===== config.mk =====
export PLATFORM = sky130hd
export DESIGN_NAME = dual_downcount_timer
export DESIGN_NICKNAME = d
export VERILOG_FILES = /design/src/rtl/dtmr_pkg.sv /design/src/rtl/dtmr_tick_gen.sv /design/src/rtl/dtmr_a_unit.sv /design/src/rtl/dtmr_b_unit.sv /design/src/rtl/dtmr_irq_ctrl.sv /design/src/rtl/dual_downcount_timer.sv
export SDC_FILE = /design/constraint.sdc
export NUM_CORES = 1
export LEC_CHECK = 0
export BUFFER_PORTS_ARGS = -buffer_cell sky130_fd_sc_hd__buf_4
export CAP_MARGIN = 40
export CELL_PAD_IN_SITES_DETAIL_PLACEMENT = 1
export CELL_PAD_IN_SITES_GLOBAL_PLACEMENT = 1
export CORE_ASPECT_RATIO = 0.75
export CORE_MARGIN = 2
export CORE_UTILIZATION = 45
export DETAILED_ROUTE_END_ITERATION = 6
export PLACE_DENSITY_LB_ADDON = 0.1
export SYNTH_ARGS = -nofsm -noshare
export SYNTH_HDL_FRONTEND = slang
export SYNTH_SLANG_ARGS = --single-unit

===== constraint.sdc =====
create_clock -name clk -period 2.45 [get_ports clk]
set_input_delay 0.245 -clock clk [delete_from_list [all_inputs] [get_ports clk]]
set_output_delay 0.245 -clock clk [all_outputs]
set_load 0.02 [all_outputs]

===== src/rtl/dtmr_pkg.sv =====
// Shared constants for the dual down-counter timer: register selects,
// flag bit positions and the counter width.
package dtmr_pkg;
    localparam int CNT_W  = 16;
    localparam int BYTE_W = 8;
    localparam int SEL_W  = 4;
    localparam int ENA_W  = 7;

    localparam logic [SEL_W-1:0] SEL_A_CLO = 4'd0;
    localparam logic [SEL_W-1:0] SEL_A_CHI = 4'd1;
    localparam logic [SEL_W-1:0] SEL_A_LLO = 4'd2;
    localparam logic [SEL_W-1:0] SEL_A_LHI = 4'd3;
    localparam logic [SEL_W-1:0] SEL_B_CLO = 4'd4;
    localparam logic [SEL_W-1:0] SEL_B_CHI = 4'd5;
    localparam logic [SEL_W-1:0] SEL_AUX   = 4'd6;
    localparam logic [SEL_W-1:0] SEL_FLAG  = 4'd7;
    localparam logic [SEL_W-1:0] SEL_ENA   = 4'd8;

    localparam int FLG_A  = 6;
    localparam int FLG_B  = 5;
    localparam int FLG_SH = 2;
    localparam logic [BYTE_W-1:0] FLG_IMPL = 8'h64;
    localparam logic [BYTE_W-1:0] IRQ_SRC  = 8'h44;
    localparam logic [1:0] MODE_FREE = 2'b01;

    typedef struct packed {
        logic a_lo;
        logic a_hi;
        logic a_load;
        logic b_lo;
        logic b_load;
        logic aux;
        logic flag;
        logic ena;
    } wr_strb_t;
endpackage


===== src/rtl/dtmr_tick_gen.sv =====
// Tick prescaler: one-cycle tick every DIV clocks. DIV of 1 gives a
// tick on every cycle. Assumes DIV >= 1.
module dtmr_tick_gen #(
    parameter int DIV = 1
) (
    input  logic clk,
    input  logic rst_n,
    output logic tick
);
    localparam int PW = (DIV > 1) ? $clog2(DIV) : 1;
    localparam logic [PW-1:0] LAST = PW'((DIV > 1) ? DIV - 1 : 0);

    logic [PW-1:0] pcnt;

    // Wrapping prescale counter.
    always_ff @(posedge clk) begin
        if (!rst_n)           pcnt <= '0;
        else if (pcnt == LAST) pcnt <= '0;
        else                  pcnt <= pcnt + 1'b1;
    end

    assign tick = (pcnt == LAST);
endmodule


===== src/rtl/dtmr_a_unit.sv =====
// Timer A: 16-bit latch plus down-counter. Sequence: load value ... 0,
// 0xFFFF, latch. Raises flag_set at zero, every time in free mode, once
// per load otherwise. A load wins over a tick on the same edge.
module dtmr_a_unit
    import dtmr_pkg::*;
(
    input  logic              clk,
    input  logic              rst_n,
    input  logic              tick,
    input  logic              wr_lo,
    input  logic              wr_hi,
    input  logic              load,
    input  logic [BYTE_W-1:0] wdata,
    input  logic              free_mode,
    output logic [CNT_W-1:0]  count,
    output logic [CNT_W-1:0]  latch,
    output logic              wrap_st,
    output logic              zero_evt,
    output logic              flag_set
);
    localparam logic [CNT_W-1:0] ALL1 = {CNT_W{1'b1}};
    localparam logic [CNT_W-1:0] ONE  = CNT_W'(1);

    logic armed;

    // Latch bytes, written independently.
    always_ff @(posedge clk) begin
        if (!rst_n) latch <= ALL1;
        else begin
            if (wr_lo) latch[BYTE_W-1:0]     <= wdata;
            if (wr_hi) latch[CNT_W-1:BYTE_W] <= wdata;
        end
    end

    // Tick into zero: by decrement from 1, or by reload of a zero latch.
    assign zero_evt = tick && !load &&
                      (wrap_st ? (latch == '0) : (count == ONE));
    assign flag_set = zero_evt && (free_mode || armed);

    // Counter with the wrap state that marks 0xFFFF reached from zero.
    always_ff @(posedge clk) begin
        if (!rst_n) begin
            count   <= ALL1;
            wrap_st <= 1'b0;
        end else if (load) begin
            count   <= {wdata, latch[BYTE_W-1:0]};
            wrap_st <= 1'b0;
        end else if (tick) begin
            if (wrap_st) begin
                count   <= latch;
                wrap_st <= 1'b0;
            end else begin
                count   <= count - ONE;
                wrap_st <= (count == '0);
            end
        end
    end

    // Single-shot arm: set by a load, spent by the first zero.
    always_ff @(posedge clk) begin
        if (!rst_n)        armed <= 1'b0;
        else if (load)     armed <= 1'b1;
        else if (zero_evt) armed <= 1'b0;
    end
endmodule


===== src/rtl/dtmr_b_unit.sv =====
// Timer B: single-shot down-counter with a low-byte latch. Loading the
// high byte starts it; the first zero afterwards raises flag_set.
module dtmr_b_unit
    import dtmr_pkg::*;
(
    input  logic              clk,
    input  logic              rst_n,
    input  logic              tick,
    input  logic              wr_lo,
    input  logic              load,
    input  logic [BYTE_W-1:0] wdata,
    output logic [CNT_W-1:0]  count,
    output logic              flag_set
);
    localparam logic [CNT_W-1:0] ONE = CNT_W'(1);

    logic [BYTE_W-1:0] low_lat;
    logic              armed;

    // Low latch byte.
    always_ff @(posedge clk) begin
        if (!rst_n)     low_lat <= '0;
        else if (wr_lo) low_lat <= wdata;
    end

    assign flag_set = tick && !load && armed && (count == ONE);

    // Counter: load wins over tick; free wrap through 0xFFFF.
    always_ff @(posedge clk) begin
        if (!rst_n)     count <= {CNT_W{1'b1}};
        else if (load)  count <= {wdata, low_lat};
        else if (tick)  count <= count - ONE;
    end

    // Arm for one flag per load.
    always_ff @(posedge clk) begin
        if (!rst_n)        armed <= 1'b0;
        else if (load)     armed <= 1'b1;
        else if (flag_set) armed <= 1'b0;
    end
endmodule


===== src/rtl/dtmr_irq_ctrl.sv =====
// Flag and enable registers. Hardware sets beat software clears on the
// same edge. Only implemented flag bits (6, 5, 2) hold state.
module dtmr_irq_ctrl
    import dtmr_pkg::*;
(
    input  logic              clk,
    input  logic              rst_n,
    input  logic              set_a,
    input  logic              set_b,
    input  logic              wr_flag,
    input  logic              wr_ena,
    input  logic              rd_clr_a,
    input  logic [BYTE_W-1:0] wdata,
    output logic [BYTE_W-1:0] flags,
    output logic [ENA_W-1:0]  ena,
    output logic              irq
);
    logic [BYTE_W-1:0] set_v;
    logic [BYTE_W-1:0] clr_v;

    // Gather set and clear vectors.
    always_comb begin
        set_v = '0;
        set_v[FLG_A] = set_a;
        set_v[FLG_B] = set_b;
        clr_v = wr_flag ? wdata : '0;
        if (rd_clr_a) clr_v[FLG_A] = 1'b1;
    end

    // Flag register, set priority.
    always_ff @(posedge clk) begin
        if (!rst_n) flags <= '0;
        else        flags <= ((flags & ~clr_v) | set_v) & FLG_IMPL;
    end

    // Enable register with bit-7 set/clear write.
    always_ff @(posedge clk) begin
        if (!rst_n) ena <= '0;
        else if (wr_ena) begin
            if (wdata[BYTE_W-1]) ena <= ena | wdata[ENA_W-1:0];
            else                 ena <= ena & ~wdata[ENA_W-1:0];
        end
    end

    assign irq = |(flags & {1'b0, ena} & IRQ_SRC);
endmodule


===== src/rtl/dual_downcount_timer.sv =====
// Top: register decode, auxiliary mode register, read mux and the two
// timers sharing one prescaled tick. Reads are combinational; the only
// read side effect (clear of the timer A flag) acts on the rd_en edge.
module dual_downcount_timer
    import dtmr_pkg::*;
#(
    parameter int TICK_DIV = 4
) (
    input  logic              clk,
    input  logic              rst_n,
    input  logic [SEL_W-1:0]  reg_sel,
    input  logic              wr_en,
    input  logic              rd_en,
    input  logic [BYTE_W-1:0] wr_data,
    output logic [BYTE_W-1:0] rd_data,
    output logic              irq
);
    wr_strb_t          strb;
    logic              tick;
    logic [BYTE_W-1:0] aux;
    logic [CNT_W-1:0]  a_count, a_latch, b_count;
    logic              a_wrap, a_zero, a_set, b_set;
    logic              a_load;
    logic [BYTE_W-1:0] flags;
    logic [ENA_W-1:0]  ena;
    logic              rd_clr_a;

    // Write strobe decode.
    always_comb begin
        strb        = '0;
        strb.a_lo   = wr_en && (reg_sel == SEL_A_CLO || reg_sel == SEL_A_LLO);
        strb.a_hi   = wr_en && (reg_sel == SEL_A_CHI || reg_sel == SEL_A_LHI);
        strb.a_load = wr_en && (reg_sel == SEL_A_CHI);
        strb.b_lo   = wr_en && (reg_sel == SEL_B_CLO);
        strb.b_load = wr_en && (reg_sel == SEL_B_CHI);
        strb.aux    = wr_en && (reg_sel == SEL_AUX);
        strb.flag   = wr_en && (reg_sel == SEL_FLAG);
        strb.ena    = wr_en && (reg_sel == SEL_ENA);
    end

    assign a_load   = strb.a_load;
    assign rd_clr_a = rd_en && (reg_sel == SEL_A_CLO);

    // Auxiliary mode register.
    always_ff @(posedge clk) begin
        if (!rst_n)        aux <= '0;
        else if (strb.aux) aux <= wr_data;
    end

    dtmr_tick_gen #(.DIV(TICK_DIV)) u_tick (
        .clk(clk), .rst_n(rst_n), .tick(tick)
    );

    dtmr_a_unit u_a (
        .clk(clk), .rst_n(rst_n), .tick(tick),
        .wr_lo(strb.a_lo), .wr_hi(strb.a_hi), .load(a_load),
        .wdata(wr_data), .free_mode(aux[7:6] == MODE_FREE),
        .count(a_count), .latch(a_latch), .wrap_st(a_wrap),
        .zero_evt(a_zero), .flag_set(a_set)
    );

    dtmr_b_unit u_b (
        .clk(clk), .rst_n(rst_n), .tick(tick),
        .wr_lo(strb.b_lo), .load(strb.b_load), .wdata(wr_data),
        .count(b_count), .flag_set(b_set)
    );

    dtmr_irq_ctrl u_irq (
        .clk(clk), .rst_n(rst_n), .set_a(a_set), .set_b(b_set),
        .wr_flag(strb.flag), .wr_ena(strb.ena), .rd_clr_a(rd_clr_a),
        .wdata(wr_data), .flags(flags), .ena(ena), .irq(irq)
    );

    // Read mux.
    always_comb begin
        case (reg_sel)
            SEL_A_CLO: rd_data = a_count[BYTE_W-1:0];
            SEL_A_CHI: rd_data = a_count[CNT_W-1:BYTE_W];
            SEL_A_LLO: rd_data = a_latch[BYTE_W-1:0];
            SEL_A_LHI: rd_data = a_latch[CNT_W-1:BYTE_W];
            SEL_B_CLO: rd_data = b_count[BYTE_W-1:0];
            SEL_B_CHI: rd_data = b_count[CNT_W-1:BYTE_W];
            SEL_AUX:   rd_data = aux;
            SEL_FLAG:  rd_data = flags;
            SEL_ENA:   rd_data = {1'b0, ena};
            default:   rd_data = '0;
        endcase
    end
endmodule


Yosys cells after proc, flatten, opt, wreduce, memory -nomap -nowiden
Index checks and enable logic that the tools add are counted.
{"block": "op_classes", "n_addsub": 3, "n_eq_ne": 12, "mux": 15, "n_bitwise": 8, "reduce_logical": 30}
{"cell": "16-bit two-way mux", "count": 5}
{"cell": "8-bit case mux with 9 select lines", "count": 1}
{"cell": "16-bit by 1-bit == test with 1-bit output, second input constant", "count": 2}
{"cell": "16-bit zero test", "count": 2}
{"cell": "16-bit by 1-bit subtractor with 16-bit output, second input constant", "count": 2}
{"cell": "7-bit AND", "count": 3}
{"cell": "4-bit by 3-bit == test with 1-bit output, second input constant", "count": 4}
{"cell": "1-bit logical AND", "count": 15}
{"cell": "7-bit two-way mux", "count": 2}
{"cell": "7-bit NOT", "count": 2}
{"cell": "7-bit bitwise OR", "count": 2}
{"cell": "4-bit by 2-bit == test with 1-bit output, second input constant", "count": 2}
{"cell": "2-bit nonzero test", "count": 4}
{"cell": "1-bit two-way mux", "count": 7}
{"cell": "2-bit OR reduction", "count": 3}
{"cell": "4-bit by 1-bit == test with 1-bit output, second input constant", "count": 1}
{"cell": "4-bit == test, second input constant", "count": 1}
{"cell": "4-bit zero test", "count": 1}
{"cell": "1-bit logical OR", "count": 3}
{"cell": "2-bit by 1-bit adder with 2-bit output, second input constant", "count": 1}
{"cell": "2-bit by 1-bit == test with 1-bit output, second input constant", "count": 1}
{"cell": "2-bit == test, second input constant", "count": 1}
{"cell": "1-bit zero test", "count": 2}
{"cell": "1-bit NOT", "count": 1}
{"block": "totals", "ff_bits": 79, "in_bits": 16, "out_inout_bits": 9}

Longest topological paths before layout
Gate-level depths: netlist of run 1.
{"block": "depth", "depth_word": 8, "depth_mapped": 8, "mapped_depth_nobuf": 7}

By module
A second synthesis of run 1 with hierarchy kept.
{"block": "hier_totals", "cells_unflattened": 561, "area_unflattened_um2": 4888.4}
{"mod": "dtmr_a_unit", "instances": 1, "cells_each": 222, "area_per_inst_um2": 1908.1, "seq_area_each_um2": 680.7}
{"mod": "dtmr_b_unit", "instances": 1, "cells_each": 153, "area_per_inst_um2": 1357.6, "seq_area_each_um2": 500.5}
{"mod": "dual_downcount_timer", "instances": 1, "cells_each": 127, "area_per_inst_um2": 1101.1, "seq_area_each_um2": 160.2}
{"mod": "dtmr_irq_ctrl", "instances": 1, "cells_each": 54, "area_per_inst_um2": 447.9, "seq_area_each_um2": 200.2}
{"mod": "dtmr_tick_gen", "instances": 1, "cells_each": 5, "area_per_inst_um2": 73.8, "seq_area_each_um2": 40.0}

Worst setup path after synthesis of run 1
OpenSTA, ideal clock, no wires.
{"block": "synth_timing", "path_kind": "input-to-output", "startpoint": "input reg_sel[1]", "endpoint": "output rd_data[3]", "t_arrival_ns": 1.791, "required_ns": 2.205, "setup_slack_ns": 0.414, "cell_stages": 7, "n_path_buf": 3, "cell_sequence": "clkbuf_1 > buf_1 > clkbuf_1 > nand3b_1 > a21oi_1 > a311oi_1 > o32ai_1"}
{"block": "synth_between", "elab_chain_cells": 2, "word_cells_on_any_way": 10, "cone_classes": "eq/ne: 8; mux: 1; reduce/logical: 1"}
{"element": "start, declared", "line_no": "dual_downcount_timer.sv:11", "text": "input logic [SEL_W-1:0] reg_sel,"}
{"element": "4-bit == test (tied with other cells)", "line_no": "dual_downcount_timer.sv:76", "text": "case (reg_sel)"}
{"element": "8-bit case mux with 9 select lines *", "line_no": "dual_downcount_timer.sv:76"}
{"element": "end, declared", "line_no": "dual_downcount_timer.sv:15", "text": "output logic [BYTE_W-1:0] rd_data,"}
Mark *: on every way between the ends. The rest lies on a longest branch, timed or not.

Final worst setup path of run 1
{"block": "layout_timing", "startpoint": "register u_a.count[0]", "endpoint": "register u_a.count[12]"}
{"block": "layout_between", "elab_chain_cells": 4}
{"element": "start, declared", "line_no": "dtmr_a_unit.sv:15", "text": "output logic [CNT_W-1:0] count,"}
{"element": "start signal, assigned", "line_no": "dtmr_a_unit.sv:46", "text": "count <= {wdata, latch[BYTE_W-1:0]};"}
{"element": "start signal, assigned", "line_no": "dtmr_a_unit.sv:50", "text": "count <= latch;"}
{"element": "start signal, assigned", "line_no": "dtmr_a_unit.sv:53", "text": "count <= count - ONE;"}
{"element": "16-bit by 1-bit subtractor with 16-bit output", "line_no": "dtmr_a_unit.sv:53"}
{"element": "16-bit two-way mux", "line_no": "dtmr_a_unit.sv:49", "text": "if (wrap_st) begin"}
{"element": "16-bit two-way mux", "line_no": "dtmr_a_unit.sv:48", "text": "end else if (tick) begin"}
{"element": "16-bit two-way mux", "line_no": "dtmr_a_unit.sv:45", "text": "end else if (load) begin"}
No other way between the ends. The select of a mux whose other input is x is not followed.
A chain may end at the register's enable or synchronous reset.

==> metrics.cfg, run 1 <==
[die]
initial_utilization_pct = 45.9
fp-row-count = 31
die_x_um = 118
die_y_um = 89.6
coreArea_um2 = 9580
dieArea_um2 = 10600
design.portCount = 25

[place]
place.gp.congestion = 0.878
io_buffers = 24
dp_hpwl_um = 11000

[global_routing]
grt_pass1_vias = 4269
grt_overflow = 0
grt_usage_pct = 30.9
antenna_found_initial = 0
grt_max_degree = 39
grt_pass1_wl_um = 24800

[yosys]
yosys_warnings = 0
synth_edf_count = 0
syn_inst = 569
synth.avg_cell_area_um2 = 7.73
yosys-top-cells-area = dfxtp_1, nor2_1, nand2_1
synth_seq_cells = 79
yosysUniqueCellTypes = 54
yosysTopAreaCellShare_pct = 35.9
syn_area_um2 = 4400
yosysTopAreaCell = dfxtp_1
synth-async-reset-ratio_pct = 0
ys_seq_area_share_pct = 35.9
yosys_most_used_dff = dfxtp_1
synth_nets = 590

[worst_setup_path]
endpoint_kind = flip-flop
cp_data_arrival_time_ns = 2.29
cp-start-kind = flip-flop
cp.required_ns = 2.66
crit_type = reg -> reg
path_max_fanout = 6

[cells_and_area]
syn2layout_area_growth_pct = 13.8
multi_input_area_um2 = 2590
nNetsFinal = 597
seq_area_um2 = 1580
n_antenna_cell = 0
drive_above_1_share_pct = 11.2
n_fill_cell = 1212

[clock_tree]
cts.sinks = 79
cts_hold_buf = 0
clockBufferDepth = 2
cts_buffers = 9
clkTransAtPathRegs_ns = 0.06
cts_tree = done
post_cts_buffers = 0
htree_levels = 3
clk_latency_ns = 0.34
cts-root-buf = clkbuf_16
cts_resized = 0

[status]
outcome = complete, no violations

[detailed_routing]
vias = 4513
firstDrtPassIters = 5
route.detailed.drc = 0
vias_per_cell = 6.33
drt-total-wl_um = 15900
drtAntennaViolNets = 0
wire_per_inst_um = 22.3
drtIter0Drc = 552

[timing]
finClkSkew_ns = 0.00660
fin_crit_sh_pct = 84.9
setup_viol_count_final = 0
fmax_mhz = 481
final_hold_viol_count = 0
finalSetupTns_ns = 0
slew_viol_final = 0
holdWs_ns = 0.203
worst_pin_slew_ns = 0.729
rsz0062_at_grt = no
max_slew_margin_pct = 51.0
fin_crit_ns = 2.08

[power]
p_clk_share_pct = 46.2
swShare_pct = 25.5
ir_drop_v = 0.000358
combPwrFrac_pct = 11.1
pwr-share-seq_pct = 42.8
p_switching_uw = 823
p_per_area_nw_per_um2 = 644
internal_power_uw = 2400
p_leak_uw = 0.00199

[flow_run]
cap_viol_max_count = 0

[hold_path]
hold_path_class = in -> reg

==> placed cells by master (no fill, tap or decap), drive strengths merged, types with 4 or more instances in the layout <==
cell / count
a21oi: 28
a22oi: 6
a31oi: 4
a32oi: 8
and3: 9
buf: 38
clkbuf: 13
dfxtp: 79
ha: 5
inv: 16
mux2: 4
mux2i: 21
nand2: 68
nand3: 38
nand3b: 5
nand4: 7
nor2: 75
nor2b: 5
nor3: 15
nor4: 16
o211ai: 8
o21ai: 28
o22ai: 13
or3: 5
xnor2: 10
xor2: 11
==> through the flow <==
| step | area, µm² | power, µW | instances | setup slack (ns) | util [%] |
|---|---|---|---|---|---|
| floorplan | 4400 | 1600 | 569 | 0.414 | - |
| detailed placement | 4680 | 1750 | 697 | 0.432 | 48.9 |
| CTS | 5010 | 3230 | 713 | 0.394 | 52.3 |
| global placement | 4680 | 1740 | 697 | 0.509 | 48.9 |
| finish | 5010 | 3220 | 713 | 0.371 | 52.3 |
| global route | 5010 | 3330 | 713 | 0.242 | 52.3 |
==> worst paths after layout <==
kind | start | slack (ns) | end | cells past startpoint
worst max-delay path | u_a.count[0]$_SDFFE_PN1P_ | 0.37 | u_a.count[12]$_SDFFE_PN1P_ | 7
worst min register to register | u_tick.pcnt[0]$_SDFF_PP0_ | 0.43 | u_tick.pcnt[0]$_SDFF_PP0_ | 1
worst max register to register | u_a.count[0]$_SDFFE_PN1P_ | 0.37 | u_a.count[12]$_SDFFE_PN1P_ | 7
worst min-delay path | wr_data[6] | 0.20 | aux[6]$_SDFFE_PN0P_ | 3
==> registers in the layout (all words and copies together) (netlist names), 2 cells and up, named ones only <==
register,cells
u_a.latch,16
u_tick.pcnt,2
u_b.count,16
u_a.count,16
u_b.low_lat,8
aux,8
u_irq.flags,3
==> layout make-up <==
type | instances | area share [%]
multi-input combinational | 432 | 51.7
clock inverter | 3 | 1.30
clock buffer | 13 | 5.20
timing repair buffer | 38 | 5.70
tap | 132 | 3.30
sequential | 79 | 31.6
inverter | 16 | 1.20
==> worst max-delay path, cell delays in order (launching register included) <==
cell and delay, ns:
dfxtp_1 0.36, inv_1 0.12, ha_1 0.29, nor4b_1 0.37
nand3_1 0.17, or3_1 0.37, xor2_1 0.16, o2111ai_1 0.11
==> routing by layer <==
layer  wire length [µm]  global-route usage (%)  vias to the layer above
li1                   -                       -                     2073
met1               7510                    43.8                     2236
met2               6970                    48.4                      179
met3               1120                    5.93                       25
met4                317                    8.65                        0
met5                  0                       0                        -
==> synth_stat cells, types with 5 or more instances <==
cell and n:
a22oi_1 6, buf_2 5, nand4_1 7, nand2_1 68
xor2_1 11, or3_1 5, nor3_1 15, a32oi_1 8
inv_1 16, nor2_1 75, and3_1 9, mux2i_1 21
clkbuf_1 30, o22ai_1 13, nor4_1 15, xnor2_1 10
ha_1 5, dfxtp_1 79, o211ai_1 8, a21oi_1 28
o21ai_0 27, nand3_1 38, nor2b_1 5, nand3b_1 5
==> power by group through the flow <==
stage / Clock (µW) / Combinational (µW) / Sequential (µW)
3_3_place_gp: 0 / 338 / 1400
6_report: 1490 / 356 / 1380
5_1_grt: 1560 / 384 / 1380
3_5_place_dp: 0 / 347 / 1400
2_1_floorplan: 0 / 227 / 1380
4_1_cts: 1500 / 351 / 1380
==> cells by family (layout without fill, tap and decap cells) <==
family	count (synthesis)	in the layout	share of synthesized area, %
simple gates	258	258	27.9
compound gates	120	120	17.9
flops	79	79	36.0
buf+inv	58	70	5.32
mux	28	28	7.34
xor+xnor	21	21	4.18
fa+ha+maj	5	5	1.42
Power figures use the tool's default switching activity.
==> inputs of run 2 (changes only) <==
--- a/config.mk
+++ b/config.mk
@@ -11,7 +11,7 @@
 export CELL_PAD_IN_SITES_GLOBAL_PLACEMENT = 1
 export CORE_ASPECT_RATIO = 0.75
 export CORE_MARGIN = 2
-export CORE_UTILIZATION = 45
+export CORE_UTILIZATION = 41
 export DETAILED_ROUTE_END_ITERATION = 6
 export PLACE_DENSITY_LB_ADDON = 0.1
 export SYNTH_ARGS = -nofsm -noshare
==> constraint.sdc (replaced) <==
create_clock -name clk -period 1.7 [get_ports clk]
set_input_delay 0.17 -clock clk [delete_from_list [all_inputs] [get_ports clk]]
set_output_delay 0.17 -clock clk [all_outputs]
set_load 0.02 [all_outputs]
==> metrics.cfg, run 2 (synthesis results as in run 1) <==
[status]
outcome = finished with violations
violations = setup timing

[global_routing]
grtUsageMet2_pct = 52.1  ; +3.7 points
grt_pass1_wl_um = 28700  ; +16%
grt_overflow = 0  ; unchanged
grtUsageMet3_pct = 7.89  ; +2.0 points
antenna_found_initial = 1  ; +1
grt_usage_pct = 33.3  ; +2.4 points
grt_pass1_vias = 4993  ; +17%
top_usage_layer = met2
grt_util_met1_pct = 45.9  ; +2.1 points
grt_max_degree = 35  ; -10%

[detailed_routing]
vias_per_cell = 6.17  ; -2.6%
drt-total-wl_um = 19000  ; +19%
vias = 4965  ; +10%
firstDrtPassIters = 5  ; unchanged
route.detailed.drc = 0  ; unchanged
drtAntennaViolNets = 0  ; unchanged
wire_per_inst_um = 23.6  ; +5.7%
drtIter0Drc = 398  ; -28%

[worst_setup_path]
cp_data_arrival_time_ns = 1.76  ; -0.53 ns
rrSetupSlack_ns = -0.19  ; -0.56 ns
cp_num_buf_inv = 2  ; +1
crit_slowest_cell = dfxtp_4
cp.required_ns = 1.53  ; -1.13 ns
worst_r2r_path_depth = 10  ; +3
crit_path_cell_trace = buf_6 > mux2_4 > nand2_2 > a21oi_2 > a311oi_2 > o32ai_2 > buf_4
rr_endpoint = u_b.count[15]$_SDFFE_PN1P_
path_max_fanout = 3  ; -3
r2r_start = u_b.count[2]$_SDFFE_PN1P_
cp-start-kind = flip-flop
crit_path_start = u_b.count[3]$_SDFFE_PN1P_
cp_top_family = compound AO/OA/AOI/OAI gates
cpPeakStageDelay_ns = 0.36  ; about the same
crit_type = reg -> out
endpoint_kind = output port

[timing]
finClkSkew_ns = 0.00624  ; -0.000369 ns
max_slew_margin_pct = 68.3  ; +17 points
fin_ws_ns = -0.231  ; -0.601 ns
finalSetupTns_ns = -2.78  ; -2.78 ns
slew_viol_final = 0  ; unchanged
fmax_mhz = 518
fin_crit_ns = 1.93
final_hold_viol_count = 0  ; unchanged
setup_viol_count_final = 24  ; +24
worst_pin_slew_ns = 0.471  ; -0.258 ns
rsz0062_at_grt = yes
fin_crit_sh_pct = 114
holdWs_ns = 0.125  ; -0.0776 ns

[place]
place.gp.congestion = 0.895  ; +1.9%
pre_cts_ws_ns = -0.303  ; -0.735 ns
dp_hpwl_um = 12600  ; +14%
io_buffers = 24  ; unchanged

[cells_and_area]
seq_area_um2 = 1620  ; +2.1%
mostFrequentLayoutCells = buf_4, nor2_1, nand2_1
nNetsFinal = 685  ; +15%
multi_input_area_um2 = 2960  ; +14%
drive_above_1_share_pct = 33.2  ; +22 points
layout_commonest_cell = buf_4
n_antenna_cell = 0  ; unchanged
n_fill_cell = 1222  ; +0.83%
largestRegisters = u_a.count x16, u_a.latch x16, u_b.count x16
syn2layout_area_growth_pct = 40.1
post-route-util_pct = 59.4  ; +7.2 points

[hold_path]
hold_end = aux[1]$_SDFFE_PN0P_
min_path_cells = 3  ; unchanged
hold_path_class = in -> reg
hp-start = wr_data[1]

[clock_tree]
htree_levels = 3  ; unchanged
clk_latency_ns = 0.34  ; about the same
cts_buffers = 9  ; unchanged
cts.sinks = 79  ; unchanged
cts_hold_buf = 0  ; unchanged
clkTransAtPathRegs_ns = 0.06  ; about the same
cts_tree = done
cts-root-buf = clkbuf_16
clockBufferDepth = 2  ; unchanged

[die]
die_y_um = 93.7  ; +4.6%
design.portCount = 25  ; unchanged
fp-row-count = 32  ; +3.2%
coreArea_um2 = 10400  ; +8.2%
dieArea_um2 = 11600  ; +9.4%
initial_utilization_pct = 42.4  ; -3.5 points
die_x_um = 124  ; +4.6%

[power]
ir_drop_v = 0.000561  ; +57%
p_per_area_nw_per_um2 = 760  ; +18%
p_leak_uw = 0.00264  ; +32%

[flow_run]
cap_viol_max_count = 0  ; unchanged

## run 2: cell types whose count changed in the layout (fill, tap and decap cells not counted), moves of 4 or more
cell     change
a21oi_1      -4
dfxtp_1     -15
nor4_4       +5
a22oi_2      +4
buf_4       +65
nand3_2      +4
o21ai_0     -13
nor4_1       -7
dfxtp_4      +6
buf_6       +21
a22oi_1      -4
o21ai_1     +11
dfxtp_2      +9
nand3_1      -4
## run 2: worst min-delay path, stage by stage
cell and delay (ns):
buf_4 0.13, nand3_1 0.06, a21oi_1 0.06
## run 2: stage by stage
| stage | instance area, µm² | power [µW] | std cells |
|---|---|---|---|
| floorplan | 4430 | 2320 | 569 |
| global placement | 5260 | 2600 | 770 |
| detailed placement | 5260 | 2620 | 770 |
| CTS | 5890 | 4660 | 797 |
| global route | 6160 | 4820 | 805 |
| finish | 6160 | 4690 | 805 |
## run 2: worst max path at each step
stage | to | slack (ns) | cells past startpoint
2_1_floorplan | u_a.count[15]$_SDFFE_PN1P_ | -0.15 | 7
3_3_place_gp | u_a.count[12]$_SDFFE_PN1P_ | -0.22 | 8
3_5_place_dp | u_a.count[10]$_SDFFE_PN1P_ | -0.30 | 9
4_1_cts | rd_data[2] | -0.26 | 7
5_1_grt | u_b.count[15]$_SDFFE_PN1P_ | -0.31 | 10
6_report | rd_data[3] | -0.23 | 7
## run 2: power by group
group | leakage, µW | total [µW] | internal, µW | switching [µW]
clock network | 0.000144 | 2000 | 1170 | 827
registers | 0.000638 | 1970 | 1900 | 71.5
logic | 0.00185 | 715 | 307 | 408
total | 0.00264 | 4690 | 3380 | 1310
## run 2: area by class of cell
type	instances	share of cell area, %
Clock buffer	10	3.88
Clock inverter	6	0.975
Inverter	16	1.06
Multi-Input combinational cell	432	48.1
Sequential cell	79	26.2
Tap cell	136	2.76
Timing Repair Buffer	126	17.0
## run 2: timing repair
action | CTS | global route
pin swaps | 24 | 31
hold endpoints to repair | 0 | 0
gates resized for setup | 69 | 54
buffers inserted | 11 | 8
endpoints found under the setup margin | 38 | 34
## run 2: routing by layer
layer  wire (µm)  up-vias
li1            -     2251
met1        8240     2442
met2        8770      232
met3        1540       40
met4         452        0
met5           0        -
